--- src/rtl/pe_pkg.sv ---
package pe_pkg;
  localparam int MACRO_W = 8;
  localparam int HALF_W  = 4;

  // Width of a binary index able to address n positions (at least 1)
  function automatic int idx_width(input int n);
    int w;
    w = 1;
    while ((1 << w) < n) w++;
    return w;
  endfunction

  // Number of 8-bit macros for an n-bit request vector
  function automatic int macro_count(input int n);
    return n / MACRO_W;
  endfunction

  // Number of macro pairs used by the folded network
  function automatic int pair_count(input int nm);
    return (nm + 1) / 2;
  endfunction
endpackage

--- src/rtl/pe_half4.sv ---
module pe_half4 (
  input  logic [3:0] req,
  input  logic       blk,
  output logic [3:0] grant,
  output logic       any
);
  // First-set scan within four bits, suppressed when blk is high
  for (genvar j = 0; j < 4; j++) begin : g_bit
    if (j == 0) begin : g_first
      assign grant[j] = req[j] & ~blk;
    end else begin : g_rest
      assign grant[j] = req[j] & ~blk & ~(|req[j-1:0]);
    end
  end

  assign any = |req;
endmodule

--- src/rtl/pe_macro8.sv ---
module pe_macro8 (
  input  logic [7:0] req,
  input  logic       la_in,
  output logic [7:0] grant,
  output logic       any,
  output logic       la_mid
);
  logic lo_any, hi_any;

  pe_half4 u_lo (
    .req  (req[3:0]),
    .blk  (la_in),
    .grant(grant[3:0]),
    .any  (lo_any)
  );

  // Mid-level lookahead: lower half or anything below this macro
  assign la_mid = lo_any | la_in;

  pe_half4 u_hi (
    .req  (req[7:4]),
    .blk  (la_mid),
    .grant(grant[7:4]),
    .any  (hi_any)
  );

  assign any = lo_any | hi_any;

  always_comb begin
    if (la_in) AST_MACRO_BLOCKED: assert (grant == 8'h00);
    if (la_mid) AST_UPPER_BLOCKED: assert (grant[7:4] == 4'h0);
  end
endmodule

--- src/rtl/pe_lookahead_net.sv ---
module pe_lookahead_net #(
  parameter int NM   = 8,
  parameter bit FOLD = 1'b1
) (
  input  logic [NM-1:0] mac_any,
  output logic [NM-1:0] la_in
);
  localparam int NP = pe_pkg::pair_count(NM);

  if (FOLD == 1'b0) begin : g_ripple
    // Each macro hands its lookahead to the next
    assign la_in[0] = 1'b0;
    for (genvar i = 1; i < NM; i++) begin : g_step
      assign la_in[i] = la_in[i-1] | mac_any[i-1];
    end
  end else begin : g_fold
    // Pair-level lookahead skips whole pairs of macros
    logic [NP-1:0] pair_la;
    assign pair_la[0] = 1'b0;
    for (genvar k = 1; k < NP; k++) begin : g_pair
      assign pair_la[k] = pair_la[k-1] | mac_any[2*k-2] | mac_any[2*k-1];
    end
    for (genvar i = 0; i < NM; i++) begin : g_mac
      if (i % 2 == 0) begin : g_even
        assign la_in[i] = pair_la[i/2];
      end else begin : g_odd
        assign la_in[i] = pair_la[i/2] | mac_any[i-1];
      end
    end

    // Cross-check against a plain ripple of the same terms
    logic [NM-1:0] ref_la;
    assign ref_la[0] = 1'b0;
    for (genvar i = 1; i < NM; i++) begin : g_ref
      assign ref_la[i] = ref_la[i-1] | mac_any[i-1];
    end
    always_comb begin
      AST_FOLD_EQUIV: assert (ref_la == la_in);
    end
  end
endmodule

--- src/rtl/pe_onehot2bin.sv ---
module pe_onehot2bin #(
  parameter int N = 64
) (
  input  logic [N-1:0]                     onehot,
  output logic [pe_pkg::idx_width(N)-1:0]  index
);
  localparam int IW = pe_pkg::idx_width(N);

  function automatic logic [IW-1:0] oh_to_bin(input logic [N-1:0] oh);
    logic [IW-1:0] acc;
    acc = '0;
    for (int i = 0; i < N; i++) begin
      if (oh[i]) acc = acc | IW'(i);
    end
    return acc;
  endfunction

  assign index = oh_to_bin(onehot);
endmodule

--- src/rtl/la_prio_encoder.sv ---
module la_prio_encoder #(
  parameter int N    = 64,
  parameter bit FOLD = 1'b1
) (
  input  logic                            clk,
  input  logic                            rst,
  input  logic [N-1:0]                    req,
  output logic [N-1:0]                    grant,
  output logic [pe_pkg::idx_width(N)-1:0] index,
  output logic                            valid
);
  localparam int NM = pe_pkg::macro_count(N);
  localparam int IW = pe_pkg::idx_width(N);

  initial begin
    AST_WIDTH_OK: assert (N % pe_pkg::MACRO_W == 0 && N >= pe_pkg::MACRO_W);
  end

  logic [N-1:0]  req_q;
  logic [N-1:0]  grant_c;
  logic [NM-1:0] mac_any;
  logic [NM-1:0] mac_la;
  logic [NM-1:0] mac_mid;
  logic [IW-1:0] idx_c;
  logic          valid_c;

  always_ff @(posedge clk) begin
    if (rst) req_q <= '0;
    else     req_q <= req;
  end

  pe_lookahead_net #(.NM(NM), .FOLD(FOLD)) u_net (
    .mac_any(mac_any),
    .la_in  (mac_la)
  );

  for (genvar m = 0; m < NM; m++) begin : g_macro
    pe_macro8 u_mac (
      .req   (req_q[8*m +: 8]),
      .la_in (mac_la[m]),
      .grant (grant_c[8*m +: 8]),
      .any   (mac_any[m]),
      .la_mid(mac_mid[m])
    );
    // Entering lookahead equals OR of every lower request
    if (m == 0) begin : g_first
      always_comb AST_LA_FIRST: assert (mac_la[0] == 1'b0);
    end else begin : g_later
      always_comb AST_LA_PREFIX: assert (mac_la[m] == |req_q[8*m-1:0]);
    end
  end

  pe_onehot2bin #(.N(N)) u_enc (
    .onehot(grant_c),
    .index (idx_c)
  );

  assign valid_c = |mac_any;

  always_ff @(posedge clk) begin
    if (rst) begin
      grant <= '0;
      index <= '0;
      valid <= 1'b0;
    end else begin
      grant <= grant_c;
      index <= idx_c;
      valid <= valid_c;
    end
  end

  AST_ONEHOT_GRANT: assert property (@(posedge clk) disable iff (rst)
    $onehot0(grant));
  AST_VALID_MATCH: assert property (@(posedge clk) disable iff (rst)
    valid == (grant != '0));
  AST_IDLE_ZERO: assert property (@(posedge clk) disable iff (rst)
    !valid |-> (grant == '0 && index == '0));
  AST_INDEX_POINTS: assert property (@(posedge clk) disable iff (rst)
    valid |-> grant[index]);
  AST_TWO_EDGE: assert property (@(posedge clk) disable iff (rst)
    (!$past(rst) && !$past(rst, 2)) |-> (valid == $past(|req, 2)));
  AST_RESET_CLEARS: assert property (@(posedge clk)
    rst |=> (grant == '0 && index == '0 && !valid));
endmodule

--- config.mk ---
export PLATFORM = sky130hd
export DESIGN_NAME = la_prio_encoder
export DESIGN_NICKNAME = d
export VERILOG_FILES = /design/src/rtl/pe_pkg.sv /design/src/rtl/pe_half4.sv /design/src/rtl/pe_macro8.sv /design/src/rtl/pe_lookahead_net.sv /design/src/rtl/pe_onehot2bin.sv /design/src/rtl/la_prio_encoder.sv
export SDC_FILE = /design/constraint.sdc
export NUM_CORES = 1
export LEC_CHECK = 0
export BUFFER_PORTS_ARGS = -buffer_cell sky130_fd_sc_hd__buf_2
export CAP_MARGIN = 20
export CORE_UTILIZATION = 55
export DETAILED_ROUTE_END_ITERATION = 12
export PLACE_DENSITY_LB_ADDON = 0.15
export SYNTH_ARGS = -nofsm -noshare
export SYNTH_HDL_FRONTEND = slang
export SYNTH_HIERARCHICAL = 1
export SYNTH_SLANG_ARGS = --single-unit
--- constraint.sdc ---
create_clock -name clk -period 6.55 [get_ports clk]
set_input_delay 0.655 -clock clk [delete_from_list [all_inputs] [get_ports clk]]
set_output_delay 0.655 -clock clk [all_outputs]
set_load 0.01 [all_outputs]
### Word level (Yosys, flattened, before mapping)

Cells that the tools add are included.

| word-level totals | value |
|---|---|
| flip-flop bits (word level) | 135 |
| word-level logic and storage cells | 308 |
| input bits | 66 |

| operators by class | value |
|---|---|
| reduce and logical (&&, ||, !) cells | 49 |
| bitwise logic cells | 192 |
| muxes and demuxes | 63 |

Operator list:

| kind | count |
|---|---|
| 6-bit two-way mux | 32 |
| 1-bit bitwise AND | 108 |
| 5-bit two-way mux | 16 |
| 4-bit OR reduction | 16 |
| 1-bit inverter | 63 |
| 3-bit OR reduction | 16 |
| 4-bit two-way mux | 8 |
| 2-bit OR reduction | 16 |
| 1-bit bitwise OR | 21 |
| 3-bit two-way mux | 4 |
| 8-bit OR reduction | 1 |
| 2-bit two-way mux | 2 |
| 1-bit two-way mux | 1 |

### Depth between registers and ports, before layout

| depth | value |
|---|---|
| depth in word-level cells | 65 |
| mapped depth | 11 |

### Modules after synthesis

Netlist, hierarchy kept.

Modules (own cells, without submodules):

| module | times used | area each (um^2) | cells each |
|---|---|---|---|
| la_prio_encoder | 1 | 3774.9 | 287 |
| pe_half4 | 16 | 42.5 | 6 |
| pe_onehot2bin | 1 | 311.5 | 50 |
| pe_macro8 | 8 | 12.5 | 2 |
| pe_lookahead_net | 1 | 63.8 | 9 |

### Least setup slack after synthesis

No wires, ideal clock.

| timing path | value |
|---|---|
| kind | reg-to-reg |
| start point | reg req_q[8] |
| end point | reg index[5] (netlist bit) |
| arrival time | 3.227 ns |
| period minus slack after synthesis | 3.292 ns |
| slack | 3.258 ns |
| path buffers | 0 |
| cell stages (with the launch flop) | 11 |
| setup time | 0.065 ns |
| required time | 6.485 ns |
| cells stage by stage | dfxtp_1 > or4_1 > or2_1 > or4_4 > or4_1 > or2_1 > nor4b_1 > nor3_1 > and3_1 > nand4_1 > nor2b_1 |

| between the ends | value |
|---|---|
| elaborated cells on any way between the ends | 108 |
| classes of those cells | mux (32); bitwise (75); reduce/logical (1) |

RTL lines:

| element | line | RTL |
|---|---|---|
| start, declared | la_prio_encoder.sv:19 | `logic [N-1:0] req_q;` |
| start signal, assigned | la_prio_encoder.sv:29 | `else req_q <= req;` |
| 4-bit OR reduction | pe_half4.sv:16 | `assign any = \|req;` |
| via g_macro[1].u_mac.lo_any | pe_macro8.sv:8 | `logic lo_any, hi_any;` |
| 1-bit bitwise OR | pe_macro8.sv:27 | `assign any = lo_any \| hi_any;` |
| via mac_any[1] | la_prio_encoder.sv:21 | `logic [NM-1:0] mac_any;` |
| 1-bit bitwise OR (3 in series) | pe_lookahead_net.sv:21 | `assign pair_la[k] = pair_la[k-1] \| mac_any[2*k-2] \| mac_any[2*k-1];` |
| via mac_la[4] | la_prio_encoder.sv:22 | `logic [NM-1:0] mac_la;` |
| 1-bit bitwise OR (2 in series) | pe_lookahead_net.sv:21 |  |
| 1-bit bitwise OR | pe_lookahead_net.sv:27 | `assign la_in[i] = pair_la[i/2] \| mac_any[i-1];` |
| via mac_la[7] | la_prio_encoder.sv:22 |  |
| 1-bit bitwise OR | pe_macro8.sv:18 | `assign la_mid = lo_any \| la_in;` |
| via mac_mid[7] | la_prio_encoder.sv:23 | `logic [NM-1:0] mac_mid;` |
| 1-bit inverter | pe_half4.sv:12 | `assign grant[j] = req[j] & ~blk & ~(\|req[j-1:0]);` |
| 1-bit bitwise AND (2 in series) | pe_half4.sv:12 |  |
| via grant_c[62] | la_prio_encoder.sv:20 | `logic [N-1:0] grant_c;` |
| 6-bit two-way mux (2 in series) | pe_onehot2bin.sv:13 | `if (oh[i]) acc = acc \| IW'(i);` |
| via idx_c[5] | la_prio_encoder.sv:24 | `logic [IW-1:0] idx_c;` |
| end signal, assigned | la_prio_encoder.sv:67 | `index <= idx_c;` |
| end, declared | la_prio_encoder.sv:9 | `output logic [pe_pkg::idx_width(N)-1:0] index,` |

The timed path passes the listed nets, and every way through them passes these cells.
A chain may end at the register's enable or synchronous reset.

### Final worst setup path

| timing path | value |
|---|---|
| start point | reg req_q[0] |
| end point | reg index[5] (netlist bit) |

| between the ends | value |
|---|---|
| elaborated cells on any way between the ends | 108 |
| classes of those cells | mux (32); bitwise (75); reduce/logical (1) |

RTL lines:

| element | line |
|---|---|
| 4-bit OR reduction | pe_half4.sv:16 |
| via g_macro[0].u_mac.lo_any | pe_macro8.sv:8 |
| 1-bit bitwise OR | pe_macro8.sv:27 |
| via mac_any[0] | la_prio_encoder.sv:21 |
| 1-bit bitwise OR (3 in series) | pe_lookahead_net.sv:21 |
| via mac_la[4] | la_prio_encoder.sv:22 |
| 1-bit bitwise OR (2 in series) | pe_lookahead_net.sv:21 |
| 1-bit bitwise OR | pe_lookahead_net.sv:27 |
| via mac_la[7] | la_prio_encoder.sv:22 |
| 1-bit bitwise OR | pe_macro8.sv:18 |
| via mac_mid[7] | la_prio_encoder.sv:23 |
| 1-bit inverter | pe_half4.sv:12 |
| 1-bit bitwise AND (2 in series) | pe_half4.sv:12 |
| via grant_c[62] | la_prio_encoder.sv:20 |
| 6-bit two-way mux (2 in series) | pe_onehot2bin.sv:13 |
| via idx_c[5] | la_prio_encoder.sv:24 |

The timed path passes the listed nets, and every way through them passes these cells.

==> metrics.md <==
| Metric | Value |
|---|---|
| Post-Synth XOR/XNOR Area | `0` |
| Post-Syn Instances | `roughly 460` |
| TritonRoute pass-1 iters | `6` |
| Clk slew on worst S/H paths | `~0.06 ns` |
| RSZ-0062 raised after global routing | `no` |
| Slew Limit Headroom | `0.434` |
| Final min period | `4.04 ns` |
| VDD IR-drop max | `0.000161 V` |
| HP Class | `in2reg` |
| Vias per cell | `about 5.3` |
| Gp weighted congestion | `0.888` |
| CORE AREA | `roughly 8700 µm²` |
| Drc violations | `0` |
| Adder-cell share of the synthesized area | `0` |
| R2r setup slk | `2.51 ns` |
| Most frequent cells in the layout | `135 x dfxtp_1, 135 x buf_2, 111 x nor2b_1, 39 x nor2b_2, 36 x nor4_1` |
| CTS Hold Buffers Added | `0` |
| Worst path buffer plus inverter count | `0` |
| Crit Path Max Fanout | `9` |
| First-pass GRT wire length | `18.1 mm` |
| IO Count | `~140` |
| Postcts setup bufs | `0` |
| Hold Fails Final Rpt | `0` |
| Post-Route WL | `11.5 mm` |
| Outcome | `completed` |
| Max-Cap Viols | `0` |
| Largest net degree at the start of global routing | `72` |
| Critical path depth | `10` |
| Clk_skew | `0.0175 ns` |
| Fmax | `248 MHz` |
| # diodes | `0` |
| Clk_lat worst skew | `0.50 ns` |
| Setup slack after layout | `2.51 ns` |
| Syn-to-layout area delta | `26.0%` |
| Crit Path Class | `reg2reg` |
| Multiplexer share of the synthesized area | `0` |
| Synth warn | `6` |
| Avg Cell Area, Syn | `between 10 and 15 µm²` |
| Setup WS pre-CTS | `2.58 ns` |
| Clock buffer depth | `2` |
| Required @ worst endpoint | `between 6 and 7 ns` |
| Post-synthesis sequential area ratio | `0.548` |
| Crit start category | `register` |
| Final setup viols | `0` |
| Die ar. | `9350 µm²` |
| Crit path max-delay family | `simple AND/OR/NAND/NOR gates` |
| Fin crit share | `0.616` |
| Antenna viol nets, final | `0` |
| Critical path's slowest cell | `nor4b_1` |
| GRT Total Usage | `0.250` |
| Crit end category | `register` |
| TNS Setup | `0 ns` |
| Routed WL per cell | `16.0 µm` |
| Nets | `663` |
| Pwr Density | `300 nW/µm²` |
| Die width | `between 90 and 100 µm` |
| Largest family of logic cells by synthesized area | `simple AND/OR/NAND/NOR gates` |
| Input/output buffers | `136` |
| Slew Limit Fails | `0` |
| Worst-margin pin slew | `approximately 0.84 ns` |
| Initial core utilization | `0.565` |
| TritonCTS sink count | `135` |
| Post-synthesis compound-gate area fraction | `0.00101` |
| Remaining Overflow, GRT | `0` |
| Initial antenna violation count | `0` |
| Layout cell share with drive strength beyond 1 | `0.348` |
| Hold WS | `around 0.36 ns` |
| DR iter-0 viols | `~180` |
| Detailed Place HPWL | `~8.6 mm` |
| Die height | `96.7 µm` |
| Post-Synthesis Cell Area | `4930 µm²` |
| Cell row count | `34` |
| Post-CTS resize count | `0` |
| Arrival time worst endpoint | `4.47 ns` |
| CP peak stage delay | `0.63 ns` |
| CTS buffer count | `17` |
| Number of synthesized register bits | `between 100 and 150` |
| Hold depth | `2` |
| Vias in the first global route | `3638` |
| Via count | `about 3800` |
| Worst Reg-to-Reg Cells | `10` |
| CTS tree | `done` |
| Root buf cell | `clkbuf_8` |
| Syn_nets | `approximately 520` |
| Yosys cell types | `29` |
| Synth Area in Simple Gates | `0.423` |
| Lkg Pwr | `2.73 nW` |
| H-Tree Depth | `4` |
| CP Cell Sequence | `or4_1, or2_1, or4_4, or4_1, or2_1, nor4b_1, nor3_1, and3_1, nand4_1, nor2b_1` |
==> registers in the layout (all words and copies together) (netlist names) <==
| name | flops |
|---|---|
| index | 6 |
| req_q | 64 |
| grant | 64 |
| valid | 1 |
==> area by class of cell <==
class / instances / area, µm²
Sequential cell: 135 / 2700
Fill cell: 636 / 2510
Multi-Input combinational cell: 306 / 2090
Timing Repair Buffer: 137 / 691
Clock buffer: 22 / 473
Tap cell: 108 / 135
Clock inverter: 9 / 115
==> worst paths after layout <==
check | startpoint | end
max | req_q[0] | index[5]
min | req[43] | req_q[43]
max reg2reg | req_q[0] | index[5]
min reg2reg | req_q[0] | grant[0]
==> power by group <==
group          switching, mW  total, mW  internal [mW]
Clock                  0.337      0.920          0.584
Sequential            0.0174      0.863          0.846
Combinational         0.0368     0.0813         0.0445
==> cell families (layout without fill, tap and decap cells) <==
| kind of cell | count (synthesis) | after routing |
|---|---|---|
| buffers and inverters | 17 | 168 |
| other | 1 | 1 |
| flip-flops | 135 | 135 |
| AO/OA/AOI/OAI | 1 | 1 |
| AND/OR/NAND/NOR | 304 | 304 |
==> synth_stat cells, drive strengths merged <==
master | number | area (µm²)
nand3 | 2 | 10.0
a21oi | 1 | 5.00
nor2b | 150 | 1040
nor2 | 3 | 11.3
nand4 | 2 | 12.5
nor4b | 16 | 140
buf | 17 | 134
conb | 1 | 3.75
nor3 | 5 | 25.0
and3 | 2 | 12.5
or3 | 4 | 26.3
nand2 | 3 | 11.3
nand3b | 1 | 7.51
nand4bb | 1 | 11.3
and4 | 1 | 8.76
nor4 | 36 | 225
or2 | 20 | 125
nor3b | 16 | 120
nand4b | 1 | 8.76
nor4bb | 1 | 10.0
dfxtp | 135 | 2700
and2 | 16 | 100
or4 | 24 | 184
==> through the flow <==
| step | power (mW) | instances | utilization | area (µm²) |
|---|---|---|---|---|
| after global routing | 1.93 | 717 | 0.712 | 6210 |
| after floorplan | 0.932 | 458 | - | 4930 |
| after CTS | 1.88 | 717 | 0.712 | 6210 |
| after global placement | 0.959 | 686 | 0.645 | 5620 |
| final | 1.87 | 717 | 0.712 | 6210 |
| after detailed placement | 0.961 | 686 | 0.645 | 5620 |
==> metal layers <==
metal  vias up  routed length (µm)  track usage
met5         -                   0            0
li1       1863                   -            -
met1      1781                5070        0.317
met2       153                5530        0.404
met3        18                 704       0.0658
met4         0                 184        0.107
(Power assumes the default switching activity.)
